**config.mk**
```make
export PLATFORM = sky130hd
export DESIGN_NAME = qenc_counter
export DESIGN_NICKNAME = d
export VERILOG_FILES = /design/src/rtl/qenc_pkg.sv /design/src/rtl/qenc_sync.sv /design/src/rtl/qenc_decode.sv /design/src/rtl/qenc_prescale.sv /design/src/rtl/qenc_counter.sv
export SDC_FILE = /design/constraint.sdc
export NUM_CORES = 1
export LEC_CHECK = 0
export ABC_CLOCK_PERIOD_IN_PS = 5700
export BUFFER_PORTS_ARGS = -buffer_cell sky130_fd_sc_hd__buf_2
export CAP_MARGIN = 20
export CORE_AREA = 2 2 121 123
export DETAILED_ROUTE_END_ITERATION = 10
export DIE_AREA = 0 0 123 125
export GPL_TIMING_DRIVEN = 0
export PLACE_DENSITY = 0.57
export SETUP_SLACK_MARGIN = 0.05
export SYNTH_ARGS = -nofsm -noshare
export SYNTH_HDL_FRONTEND = slang
export SYNTH_SLANG_ARGS = --single-unit
```
**constraint.sdc**
```tcl
create_clock -name clk -period 5.7 [get_ports clk]
set_input_delay 1.14 -clock clk [delete_from_list [all_inputs] [get_ports clk]]
set_output_delay 1.14 -clock clk [all_outputs]
set_load 0.01 [all_outputs]
```
**src/rtl/qenc_pkg.sv**
```systemverilog
package qenc_pkg;
  typedef enum logic [1:0] {
    MODE_INC = 2'd0,
    MODE_X2A = 2'd1,
    MODE_X2B = 2'd2,
    MODE_X4  = 2'd3
  } qmode_e;
endpackage

```
**src/rtl/qenc_sync.sv**
```systemverilog
// Two-flop synchroniser per bit plus a previous-sample register for edge detection.
module qenc_sync #(
  parameter int W = 2
) (
  input  logic         clk,
  input  logic         rst_n,
  input  logic [W-1:0] din,
  output logic [W-1:0] cur,
  output logic [W-1:0] prv
);
  for (genvar i = 0; i < W; i++) begin : g_bit
    logic s1_q, s2_q, p_q;
    always_ff @(posedge clk or negedge rst_n) begin
      if (!rst_n) begin
        s1_q <= 1'b0;
        s2_q <= 1'b0;
        p_q  <= 1'b0;
      end else begin
        s1_q <= din[i];
        s2_q <= s1_q;
        p_q  <= s2_q;
      end
    end
    assign cur[i] = s2_q;
    assign prv[i] = p_q;
  end
endmodule

```
**src/rtl/qenc_decode.sv**
```systemverilog
// Turns phase samples and the mode into a step request and its direction.
module qenc_decode
  import qenc_pkg::*;
(
  input  qmode_e mode,
  input  logic   a_cur,
  input  logic   a_prv,
  input  logic   b_cur,
  input  logic   b_prv,
  output logic   step,
  output logic   up
);
  logic a_chg, b_chg, both, a_up, b_up;

  always_comb begin
    a_chg = a_cur ^ a_prv;
    b_chg = b_cur ^ b_prv;
    both  = a_chg & b_chg;
    a_up  = a_cur ^ b_cur;
    b_up  = ~(a_cur ^ b_cur);
    step  = 1'b0;
    up    = 1'b1;
    unique case (mode)
      MODE_INC: begin
        step = 1'b0;
        up   = 1'b1;
      end
      MODE_X2A: begin
        step = a_chg & ~both;
        up   = a_up;
      end
      MODE_X2B: begin
        step = b_chg & ~both;
        up   = b_up;
      end
      MODE_X4: begin
        step = (a_chg | b_chg) & ~both;
        up   = a_chg ? a_up : b_up;
      end
      default: begin
        step = 1'b0;
        up   = 1'b1;
      end
    endcase
  end
endmodule

```
**src/rtl/qenc_prescale.sv**
```systemverilog
// Internal-clock divider with a pending and an active divide value.
module qenc_prescale #(
  parameter int PSC_W = 16
) (
  input  logic             clk,
  input  logic             rst_n,
  input  logic             tick_en,
  input  logic [PSC_W-1:0] psc_in,
  input  logic             psc_wr,
  input  logic             reload,
  input  logic             clear,
  output logic             tick
);
  logic [PSC_W-1:0] pre_q, pre_n, act_q, act_n, pc_q, pc_n;

  assign tick = tick_en && (pc_q == act_q);

  always_comb begin
    pre_n = psc_wr ? psc_in : pre_q;
    act_n = reload ? pre_q : act_q;
    if (clear)        pc_n = '0;
    else if (tick)    pc_n = '0;
    else if (tick_en) pc_n = pc_q + 1'b1;
    else              pc_n = pc_q;
  end

  always_ff @(posedge clk or negedge rst_n) begin
    if (!rst_n) begin
      pre_q <= '0;
      act_q <= '0;
      pc_q  <= '0;
    end else begin
      pre_q <= pre_n;
      act_q <= act_n;
      pc_q  <= pc_n;
    end
  end
endmodule

```
**src/rtl/qenc_counter.sv**
```systemverilog
// Up/down position counter with four counting modes, ceiling wrap and update pulse.
module qenc_counter
  import qenc_pkg::*;
#(
  parameter int CNT_W = 16,
  parameter int PSC_W = 16
) (
  input  logic             clk,
  input  logic             rst_n,
  input  logic             en,
  input  logic [1:0]       mode,
  input  logic             phase_a,
  input  logic             phase_b,
  input  logic [CNT_W-1:0] ceil_in,
  input  logic             ceil_wr,
  input  logic [PSC_W-1:0] psc_in,
  input  logic             psc_wr,
  input  logic [CNT_W-1:0] cnt_in,
  input  logic             cnt_wr,
  input  logic             force_upd,
  output logic [CNT_W-1:0] count,
  output logic             dir_down,
  output logic             update_evt
);
  localparam logic [CNT_W-1:0] CEIL_RST = {CNT_W{1'b1}};

  qmode_e mode_e;
  logic [1:0] ph_cur, ph_prv;
  logic a_cur, a_prv, b_cur, b_prv;
  logic enc_step, enc_up, pre_tick, is_inc;
  logic step_any, up_any, wrap, wr_ok;
  logic [CNT_W-1:0] cnt_q, cnt_n, ceil_q, ceil_n;
  logic dir_q, dir_n, upd_q;

  assign mode_e = qmode_e'(mode);
  assign is_inc = (mode_e == MODE_INC);

  qenc_sync #(.W(2)) u_sync (
    .clk(clk), .rst_n(rst_n), .din({phase_b, phase_a}),
    .cur(ph_cur), .prv(ph_prv)
  );
  assign a_cur = ph_cur[0];
  assign a_prv = ph_prv[0];
  assign b_cur = ph_cur[1];
  assign b_prv = ph_prv[1];

  qenc_decode u_dec (
    .mode(mode_e), .a_cur(a_cur), .a_prv(a_prv), .b_cur(b_cur), .b_prv(b_prv),
    .step(enc_step), .up(enc_up)
  );

  qenc_prescale #(.PSC_W(PSC_W)) u_psc (
    .clk(clk), .rst_n(rst_n), .tick_en(is_inc && en),
    .psc_in(psc_in), .psc_wr(psc_wr), .reload(wrap || force_upd),
    .clear(force_upd), .tick(pre_tick)
  );

  always_comb begin
    step_any = is_inc ? pre_tick : (en && enc_step);
    up_any   = is_inc ? 1'b1 : enc_up;
    wr_ok    = cnt_wr && (cnt_in <= ceil_q);
    wrap     = 1'b0;
    cnt_n    = cnt_q;
    if (wr_ok) begin
      cnt_n = cnt_in;
    end else if (step_any) begin
      if (up_any) begin
        if (cnt_q >= ceil_q) begin
          cnt_n = '0;
          wrap  = 1'b1;
        end else begin
          cnt_n = cnt_q + 1'b1;
        end
      end else begin
        if (cnt_q == '0) begin
          cnt_n = ceil_q;
          wrap  = 1'b1;
        end else begin
          cnt_n = cnt_q - 1'b1;
        end
      end
    end
    ceil_n = ceil_wr ? ceil_in : ceil_q;
    if (is_inc)        dir_n = 1'b0;
    else if (step_any) dir_n = ~up_any;
    else               dir_n = dir_q;
  end

  always_ff @(posedge clk or negedge rst_n) begin
    if (!rst_n) begin
      cnt_q  <= '0;
      ceil_q <= CEIL_RST;
      dir_q  <= 1'b0;
      upd_q  <= 1'b0;
    end else begin
      cnt_q  <= cnt_n;
      ceil_q <= ceil_n;
      dir_q  <= dir_n;
      upd_q  <= wrap;
    end
  end

  assign count      = cnt_q;
  assign dir_down   = dir_q;
  assign update_evt = upd_q;
endmodule

```
Word-level counts from Yosys, hierarchy flattened --
Cells that the tools add are included. W data, S select, Z words.
Word-level totals: register bits after elaboration 88, input port bits 59
Operators by class: add/sub/neg operators 3, $lt $le $gt $ge 2, equal/unequal tests 4, mux-type cells 20, bitwise gates (word level) 11, reductions and logical operators 10
Operator list (number):
- $mux W16 | 8
- $add A16 B1 Y16 const B | 2
- $eq A16 B16 Y1 | 1
- $ge A16 B16 Y1 | 1
- $le A16 B16 Y1 | 1
- $logic_not A16 Y1 | 1
- $sub A16 B1 Y16 const B | 1
- $mux W1 | 10
- $and A1 B1 Y1 | 4
- $eq A2 B2 Y1 const B | 2
- $logic_and A1 B1 Y1 | 4
- $pmux W1 S4 | 1
- $reduce_bool A2 Y1 | 2
- $not A1 Y1 | 3
- $pmux W1 S3 | 1
- $reduce_bool A3 Y1 | 1
- $xor A1 B1 Y1 | 3
- $eq A2 B1 Y1 const B | 1
- $logic_not A2 Y1 | 1
- $logic_or A1 B1 Y1 | 1
- $or A1 B1 Y1 | 1

Depth between registers and ports, before layout --
Gate-level depths: netlist of run 1.
depth in word-level cells 10, gate-level depth with buffers 11, mapped depth without buffers 8

Modules after synthesis --
Synthesis of run 1 repeated with hierarchy kept, for this count alone.
Unflattened totals: cell total of the unflattened synthesis 606, area, all modules 5876.9 µm²
By module, submodules not included:
- qenc_counter | instances 1, cells an instance 404, area each 3377.0 µm², sequential area each 870.8 µm²
- qenc_prescale | instances 1, cells an instance 182, area each 2252.2 µm², sequential area each 1201.2 µm²
- qenc_sync | instances 1, cells an instance 10, area each 180.2 µm², sequential area each 150.1 µm²
- qenc_decode | instances 1, cells an instance 10, area each 67.6 µm², sequential area each 0.0 µm²

Worst setup path before layout of run 1 --
No wires, ideal clock.
kind input to register, start input port cnt_in[7], end register u_psc.act_q[10], setup time 0.125 ns, arrival time 3.130 ns, required time 5.575 ns, setup slack 2.445 ns, stages on the path 9, cells stage by stage ha_1 a21oi_1 o21ai_0 a221o_1 o31a_1 clkbuf_2 a41oi_4 buf_6 mux2_4
Between the ends: word-level cells in the longest chain between the ends 4
Ends and longest elaborated chain:
- from (decl) | RTL line qenc_counter.sv:18 | input logic [CNT_W-1:0] cnt_in,
- $le A16 B16 Y1 | RTL line qenc_counter.sv:61 | wr_ok = cnt_wr && (cnt_in <= ceil_q);
- $logic_and A1 B1 Y1 | RTL line qenc_counter.sv:61
- $mux W1 | RTL line qenc_counter.sv:64 | if (wr_ok) begin
- $logic_or A1 B1 Y1 | RTL line qenc_counter.sv:54 | .psc_in(psc_in), .psc_wr(psc_wr), .reload(wrap || force_upd),
- to (signal assigned) | RTL line qenc_prescale.sv:34 | act_q <= act_n;
- to (decl) | RTL line qenc_prescale.sv:14 | logic [PSC_W-1:0] pre_q, pre_n, act_q, act_n, pc_q, pc_n;
No other way between the ends. A chain may end at the register's enable or synchronous reset.

Worst setup path after layout of run 1 --
start input port mode[1], end register cnt_q[5], in the netlist count[5]
Between the ends: word-level cells in the longest chain between the ends 6, elaborated cells on any way between the ends 15, classes of those cells eq/ne (3); mux (7); reduce/logical (5)
Ends and longest elaborated chain:
- from (decl) | RTL line qenc_counter.sv:11 | input logic [1:0] mode,
- $eq A2 B2 Y1 or $eq A2 B1 Y1 (tied branches) | RTL line qenc_decode.sv:23 | unique case (mode)
- $pmux W1 S3 | RTL line qenc_decode.sv:23
- $mux W1 | RTL line qenc_counter.sv:60 | up_any = is_inc ? 1'b1 : enc_up;
- $mux W16 | RTL line qenc_counter.sv:67 | if (up_any) begin
- $mux W16 | RTL line qenc_counter.sv:66 | end else if (step_any) begin
- $mux W16 | RTL line qenc_counter.sv:64
- to (signal assigned) | RTL line qenc_counter.sv:96 | cnt_q <= cnt_n;
- to (decl) | RTL line qenc_counter.sv:32 | logic [CNT_W-1:0] cnt_q, cnt_n, ceil_q, ceil_n;
Several ways; a longest one is shown, not always the timed one. The select of a mux whose other input is x is not followed.

==> out/qor.txt, run 1 <==
outcome -> complete, no violations
largest delay contributor family on the critical path -> buffers and inverters
post-CTS setup repair buffer count -> 0
CP bufs+invs -> 3
Filler cells -> 1359
Power per Cell Area -> 318 mW/mm²
Cell Chain, Critical Path -> buf_2 > nor3b_1 > nand4_1 > nor3_1 > a22o_1 > clkbuf_1 > clkbuf_1 > o221ai_1 > a22o_1
Routability Congestion -> 0.935
die area -> 0.0154 mm²
Core Area -> 0.0142 mm²
Mapped Nets -> 649
initial antenna violation count -> 0
sequential cell area fraction in the yosys report -> 0.403
Final Skew -> 0.00762 ns
Post-synth top cells -> dfrtp_1 (72), o21ai_0 (38), ha_1 (36)
unrepaired setup endpoints after global routing -> no
Tcrit/Tclk final -> 0.647
Ant. Diodes -> 0
Critical Path Source Type -> primary input
Port Buffer Count -> 75
final WL -> 14.7 mm
Initial Utilization -> 0.388
first-pass GRT wire length -> 23.6 mm
max cap viols -> 0
vias in the first global route -> 4486
Peak Freq -> 271 MHz
min Tclk post-route -> 3.69 ns
Worst VDD drop -> 288 µV
Async S/R FF share, synth -> 1.00
P_leak -> 2.77 nW
Layout Nets -> 736
Total GRT Usage -> 0.199
Yosys top cell area share -> 0.327
Die Y -> 125 µm
Worst Hold Class -> register to register
mapped cell area -> 0.00551 mm²
Slew Limit Fails -> 0
grt total ovfl -> 0
vias -> 4581
ANT nets after route -> 0
wire per inst -> 17.7 µm
Post-synth EDFFs -> 0
chip width -> 123 µm
root buf cell -> clkbuf_16
CP endpoint kind -> register
row count -> 44
Via density -> 5.52
detailed placement HPWL -> 11.2 mm
post_cts resized -> 0
Max Root-Sink Buffers -> 2
CP Data Arrival Time -> 3.93 ns
crit path max fanout -> 10
Hold WS -> 0.349 ns
post-synth cell types -> 57
layout cells sized above 1 -> 0.241
DRC Markers -> 0
placed cell count -> 814
PnR Total Power -> 2.05 mW
largest net degree at the start of global routing -> 69
Max-slew headroom -> 0.399
Top FF cell, synth -> dfrtp_1
clk slew on worst S/H paths -> 0.07 ns
Fin. Hold Viols -> 0
clk sink count -> 88
count leader, synth -> dfrtp_1
Worst EP required -> 5.94 ns
Synth Warn # -> 0
I/O pin total -> 77
Crit-path slowest cell -> clkbuf_1
#FFs+latches synth -> 88
cts hold-fix bufs -> 0
Pre-antenna DRT Iters -> 5
Crit Path Category -> primary input to register
final setup fails -> 0
top post-synthesis cells by area -> dfrtp_1 (33%), ha_1 (8.2%), dfstp_2 (7.6%), mux2_2 (5.1%), xnor2_1 (4.1%)
CTS tree -> done
H-tree depth -> 3
setup TNS -> 0 ns
Syn Inst Count -> 554
post-synth top area cell -> dfrtp_1
post-route non-filler standard cell count -> 830
Largest stage delay, worst path -> 0.52 ns
CTS Buf Count -> 9
Syn Area/Cell -> 9.95 µm²
worst skew pair latency -> 0.35 ns
Iteration-0 DRC Markers -> 192
area growth from synthesis to layout -> 17.0%
Worst Tran Pin Value -> 0.896 ns
[cell families after synthesis]
group / after synthesis / share of synthesized area
AOI/OAI and AO/OA: 129 / 0.160
xor gates and xnor gates: 48 / 0.0763
adders and majority gates: 36 / 0.0817
buffers and inverters: 56 / 0.0431
DFF: 88 / 0.403
muxes: 36 / 0.0802
and+or+nand+nor: 161 / 0.156
[routing by layer]
metal,up-vias,share of wire,global-route usage
met5,-,0,0
met4,0,0.026,0.0615
met3,26,0.060,0.0520
met1,2214,0.41,0.242
li1,2205,-,-
met2,136,0.50,0.342
[cells in the final DEF (no fill, tap or decap), types with 5 or more instances in the layout]
cell       instances
buf_2             76
dfrtp_1           72
o21ai_0           38
ha_1              36
nand2_1           34
clkbuf_1          27
xnor2_1           26
nor2_1            25
mux2_2            25
inv_1             22
xor2_1            22
a21oi_1           21
nor3_1            18
nand3_1           17
dfstp_2           16
nand4_1           15
mux2_4            10
clkbuf_16          9
a221o_1            8
o31ai_1            8
and4_1             8
or3_1              8
and3_1             7
o22ai_1            7
and2_1             7
or4_1              6
a22o_1             6
o21a_1             6
a21o_1             5
a31oi_1            5
[stage by stage]
step	worst slack [ns]	instance area, µm²	util
finish	2.01	6450	0.454
global route	1.87	6450	0.454
CTS	2.06	6450	0.454
detailed placement	1.71	6150	0.433
global placement	1.70	6120	0.431
floorplan	2.45	5510	-
[worst paths after layout]
kind | startpoint | to | slack [ns] | cells past startpoint
max | mode[1] | count[5] | 2.01 | 9
min | u_sync.g_bit[1].s1_q | u_sync.g_bit[1].s2_q | 0.35 | 0
max reg2reg | count[0] | count[9] | 2.33 | 10
min reg2reg | u_sync.g_bit[1].s1_q | u_sync.g_bit[1].s2_q | 0.35 | 0
max in group asynchronous | rst_n | ceil_q[13] | 4.38 | 2
min in group asynchronous | rst_n | count[10] | 0.68 | 1
[flip-flops by register name, indices dropped and copies added, names as in the netlist]
name,count
u_sync.g_bit.s1_q,2
u_sync.g_bit.p_q,2
count,16
u_psc.pc_q,16
u_sync.g_bit.s2_q,2
u_psc.act_q,16
ceil_q,16
u_psc.pre_q,16
dir_down,1
update_evt,1
[layout make-up]
type | count | area, µm² | area share
Multi-Input combinational cell | 410 | 3050 | 0.473
Sequential cell | 88 | 2220 | 0.345
Timing Repair Buffer | 76 | 405 | 0.0629
Tap cell | 184 | 230 | 0.0357
Clock buffer | 9 | 225 | 0.0349
Buffer | 34 | 155 | 0.0241
Inverter | 22 | 82.6 | 0.0128
Clock inverter | 7 | 77.6 | 0.0120
[power by group]
group	switching, mW	internal (mW)
combinational	0.366	0.285
clock	0.264	0.345
sequential	0.0787	0.710
total	0.709	1.34
Power figures use the tool's default switching activity.
==> run 2: changes to the inputs <==
--- a/config.mk
+++ b/config.mk
@@ -5,14 +5,14 @@
 export SDC_FILE = /design/constraint.sdc
 export NUM_CORES = 1
 export LEC_CHECK = 0
-export ABC_CLOCK_PERIOD_IN_PS = 5700
+export ABC_CLOCK_PERIOD_IN_PS = 3100
 export BUFFER_PORTS_ARGS = -buffer_cell sky130_fd_sc_hd__buf_2
 export CAP_MARGIN = 20
 export CORE_AREA = 2 2 121 123
 export DETAILED_ROUTE_END_ITERATION = 10
 export DIE_AREA = 0 0 123 125
 export GPL_TIMING_DRIVEN = 0
-export PLACE_DENSITY = 0.57
+export PLACE_DENSITY = 0.59
 export SETUP_SLACK_MARGIN = 0.05
 export SYNTH_ARGS = -nofsm -noshare
 export SYNTH_HDL_FRONTEND = slang
==> constraint.sdc (replaced) <==
create_clock -name clk -period 3.1 [get_ports clk]
set_input_delay 0.62 -clock clk [delete_from_list [all_inputs] [get_ports clk]]
set_output_delay 0.62 -clock clk [all_outputs]
set_load 0.01 [all_outputs]
==> run 2 against run 1 <==
  * Clock power is 75% higher
  * Largest power group unchanged
  * Critical path type is now register to register
  * Clock-buffer cell count stayed put
  * Non-clock buffer count is 2 higher
==> out/qor.txt, run 2 (synthesis gave the netlist of run 1 again) <==
outcome -> complete, no violations
unrepaired setup endpoints after global routing -> no
Reg2Reg Depth -> 9 (-1)
crit path max fanout -> 6 (-4)
Crit Path Category -> register to register
Iteration-0 DRC Markers -> 243 (+27%)
Critical Path Source Type -> register
worst skew pair latency -> 0.36 ns (about the same)
final WL -> 14.7 mm (-0.20%)
Max-slew headroom -> 0.338 (-0.0614)
Die Y -> 125 µm (unchanged)
DRC Markers -> 0 (unchanged)
Peak Freq -> 339 MHz
cts hold-fix bufs -> 0 (unchanged)
Port Buffer Count -> 75 (unchanged)
largest net degree at the start of global routing -> 69 (unchanged)
Routability Congestion -> 0.884 (-5.5%)
Fin. Hold Viols -> 0 (unchanged)
most frequent cells in the layout -> buf_2 (75), dfrtp_1 (72), o21ai_0 (37)
Largest stage delay, worst path -> 0.52 ns (about the same)
Pre-antenna DRT Iters -> 4 (-1)
wire per inst -> 17.6 µm (-0.56%)
Worst Hold Class -> primary input to async pin
Power per Cell Area -> 577 mW/mm² (+82%)
min Tclk post-route -> 2.95 ns
grt total ovfl -> 0 (unchanged)
P_leak -> 2.81 nW (+1.6%)
row count -> 44 (unchanged)
ANT nets after route -> 0 (unchanged)
CTS tree -> done
max cap viols -> 0 (unchanged)
vias in the first global route -> 4693 (+4.6%)
clk slew on worst S/H paths -> 0.07 ns (about the same)
commonest non-fill, non-tap cell in the layout -> buf_2
CTS Buf Count -> 9 (unchanged)
detailed placement HPWL -> 11.1 mm (-0.60%)
clk sink count -> 88 (unchanged)
Worst VDD drop -> 429 µV (+49%)
CP bufs+invs -> 2 (-1)
root buf cell -> clkbuf_16
Max Root-Sink Buffers -> 2 (unchanged)
Initial Utilization -> 0.388 (unchanged)
Tcrit/Tclk final -> 0.950
Via density -> 5.54 (+0.44%)
largest delay contributor family on the critical path -> compound AO/OA/AOI/OAI gates
PnR Total Power -> 3.76 mW (+83%)
CP Data Arrival Time -> 3.18 ns (-0.75 ns)
die area -> 0.0154 mm² (unchanged)
WP depth -> 9 (unchanged)
Cell Chain, Critical Path -> inv_1 > ha_1 > and3_1 > a221oi_2 > a2bb2oi_1 > nand4_1 > a41oi_4 > buf_4 > mux2_2
Final Skew -> 0.0129 ns (+0.00530 ns)
Crit-path slowest cell -> dfstp_2
CP endpoint kind -> register
Worst Tran Pin Value -> 0.987 ns (+0.0915 ns)
Total GRT Usage -> 0.197 (-0.00150)
H-tree depth -> 3 (unchanged)
chip width -> 123 µm (unchanged)
final setup fails -> 0 (unchanged)
initial antenna violation count -> 2 (+2)
I/O pin total -> 77 (unchanged)
Worst EP required -> 3.33 ns (-2.61 ns)
vias -> 4618 (+0.81%)
worst slack, placed -> -0.360 ns (-2.07 ns)
area growth from synthesis to layout -> 18.2%
layout cells sized above 1 -> 0.265 (+0.0239)
first-pass GRT wire length -> 23.6 mm (about the same)
Layout Nets -> 738 (+0.27%)
Final Worst Setup Slack -> 0.154 ns (-1.86 ns)
Core Area -> 0.0142 mm² (unchanged)
Slew Limit Fails -> 0 (unchanged)
-- run 2: where the power goes --
group          leakage [nW]  switching (mW)  internal (mW)
registers              1.06           0.146           1.30
logic                  1.61           0.683          0.552
clock network         0.144           0.513          0.562
-- run 2: worst paths after layout --
check,start,to,slack [ns]
setup / recovery,ceil_q[6],u_psc.act_q[3],0.15
hold / removal,rst_n,count[11],0.15
setup reg to reg,ceil_q[6],u_psc.act_q[3],0.15
hold reg to reg,u_sync.g_bit[1].s1_q,u_sync.g_bit[1].s2_q,0.35
max in group asynchronous,rst_n,u_psc.pc_q[12],2.32
min in group clk,u_sync.g_bit[1].s1_q,u_sync.g_bit[1].s2_q,0.35
-- run 2: area by class of cell --
type | count | area, µm²
clock inverter | 7 | 62.6
antenna | 1 | 2.50
clock buffer | 9 | 225
buffer | 33 | 168
tap | 184 | 230
timing repair buffer | 79 | 428
sequential | 88 | 2220
fill | 1405 | 7690
multi-input combinational | 410 | 3090
inverter | 22 | 82.6
-- run 2: layer usage --
metal | track usage | routed length, µm
met1 | 0.227 | 5800
met2 | 0.343 | 7520
met3 | 0.0557 | 866
met4 | 0.0789 | 475
met5 | 0 | 16
-- run 2: what timing repair did --
| action | CTS | global route |
|---|---|---|
| setup endpoints to repair | 33 | 32 |
| buffers inserted | 3 | 0 |
| resized for setup | 5 | 22 |
| pin swaps | 2 | 0 |
-- run 2: stage by stage --
step                setup TNS [ns]  area (µm²)  cells   util  hold WS [ns]
floorplan                        0        5510    554      -         0.324
global placement             -8.77        6120    813  0.431         0.336
detailed placement           -8.63        6150    814  0.433         0.336
CTS                              0        6460    832  0.455         0.152
global route                     0        6510    832  0.458         0.169
finish                           0        6510    833  0.459         0.150
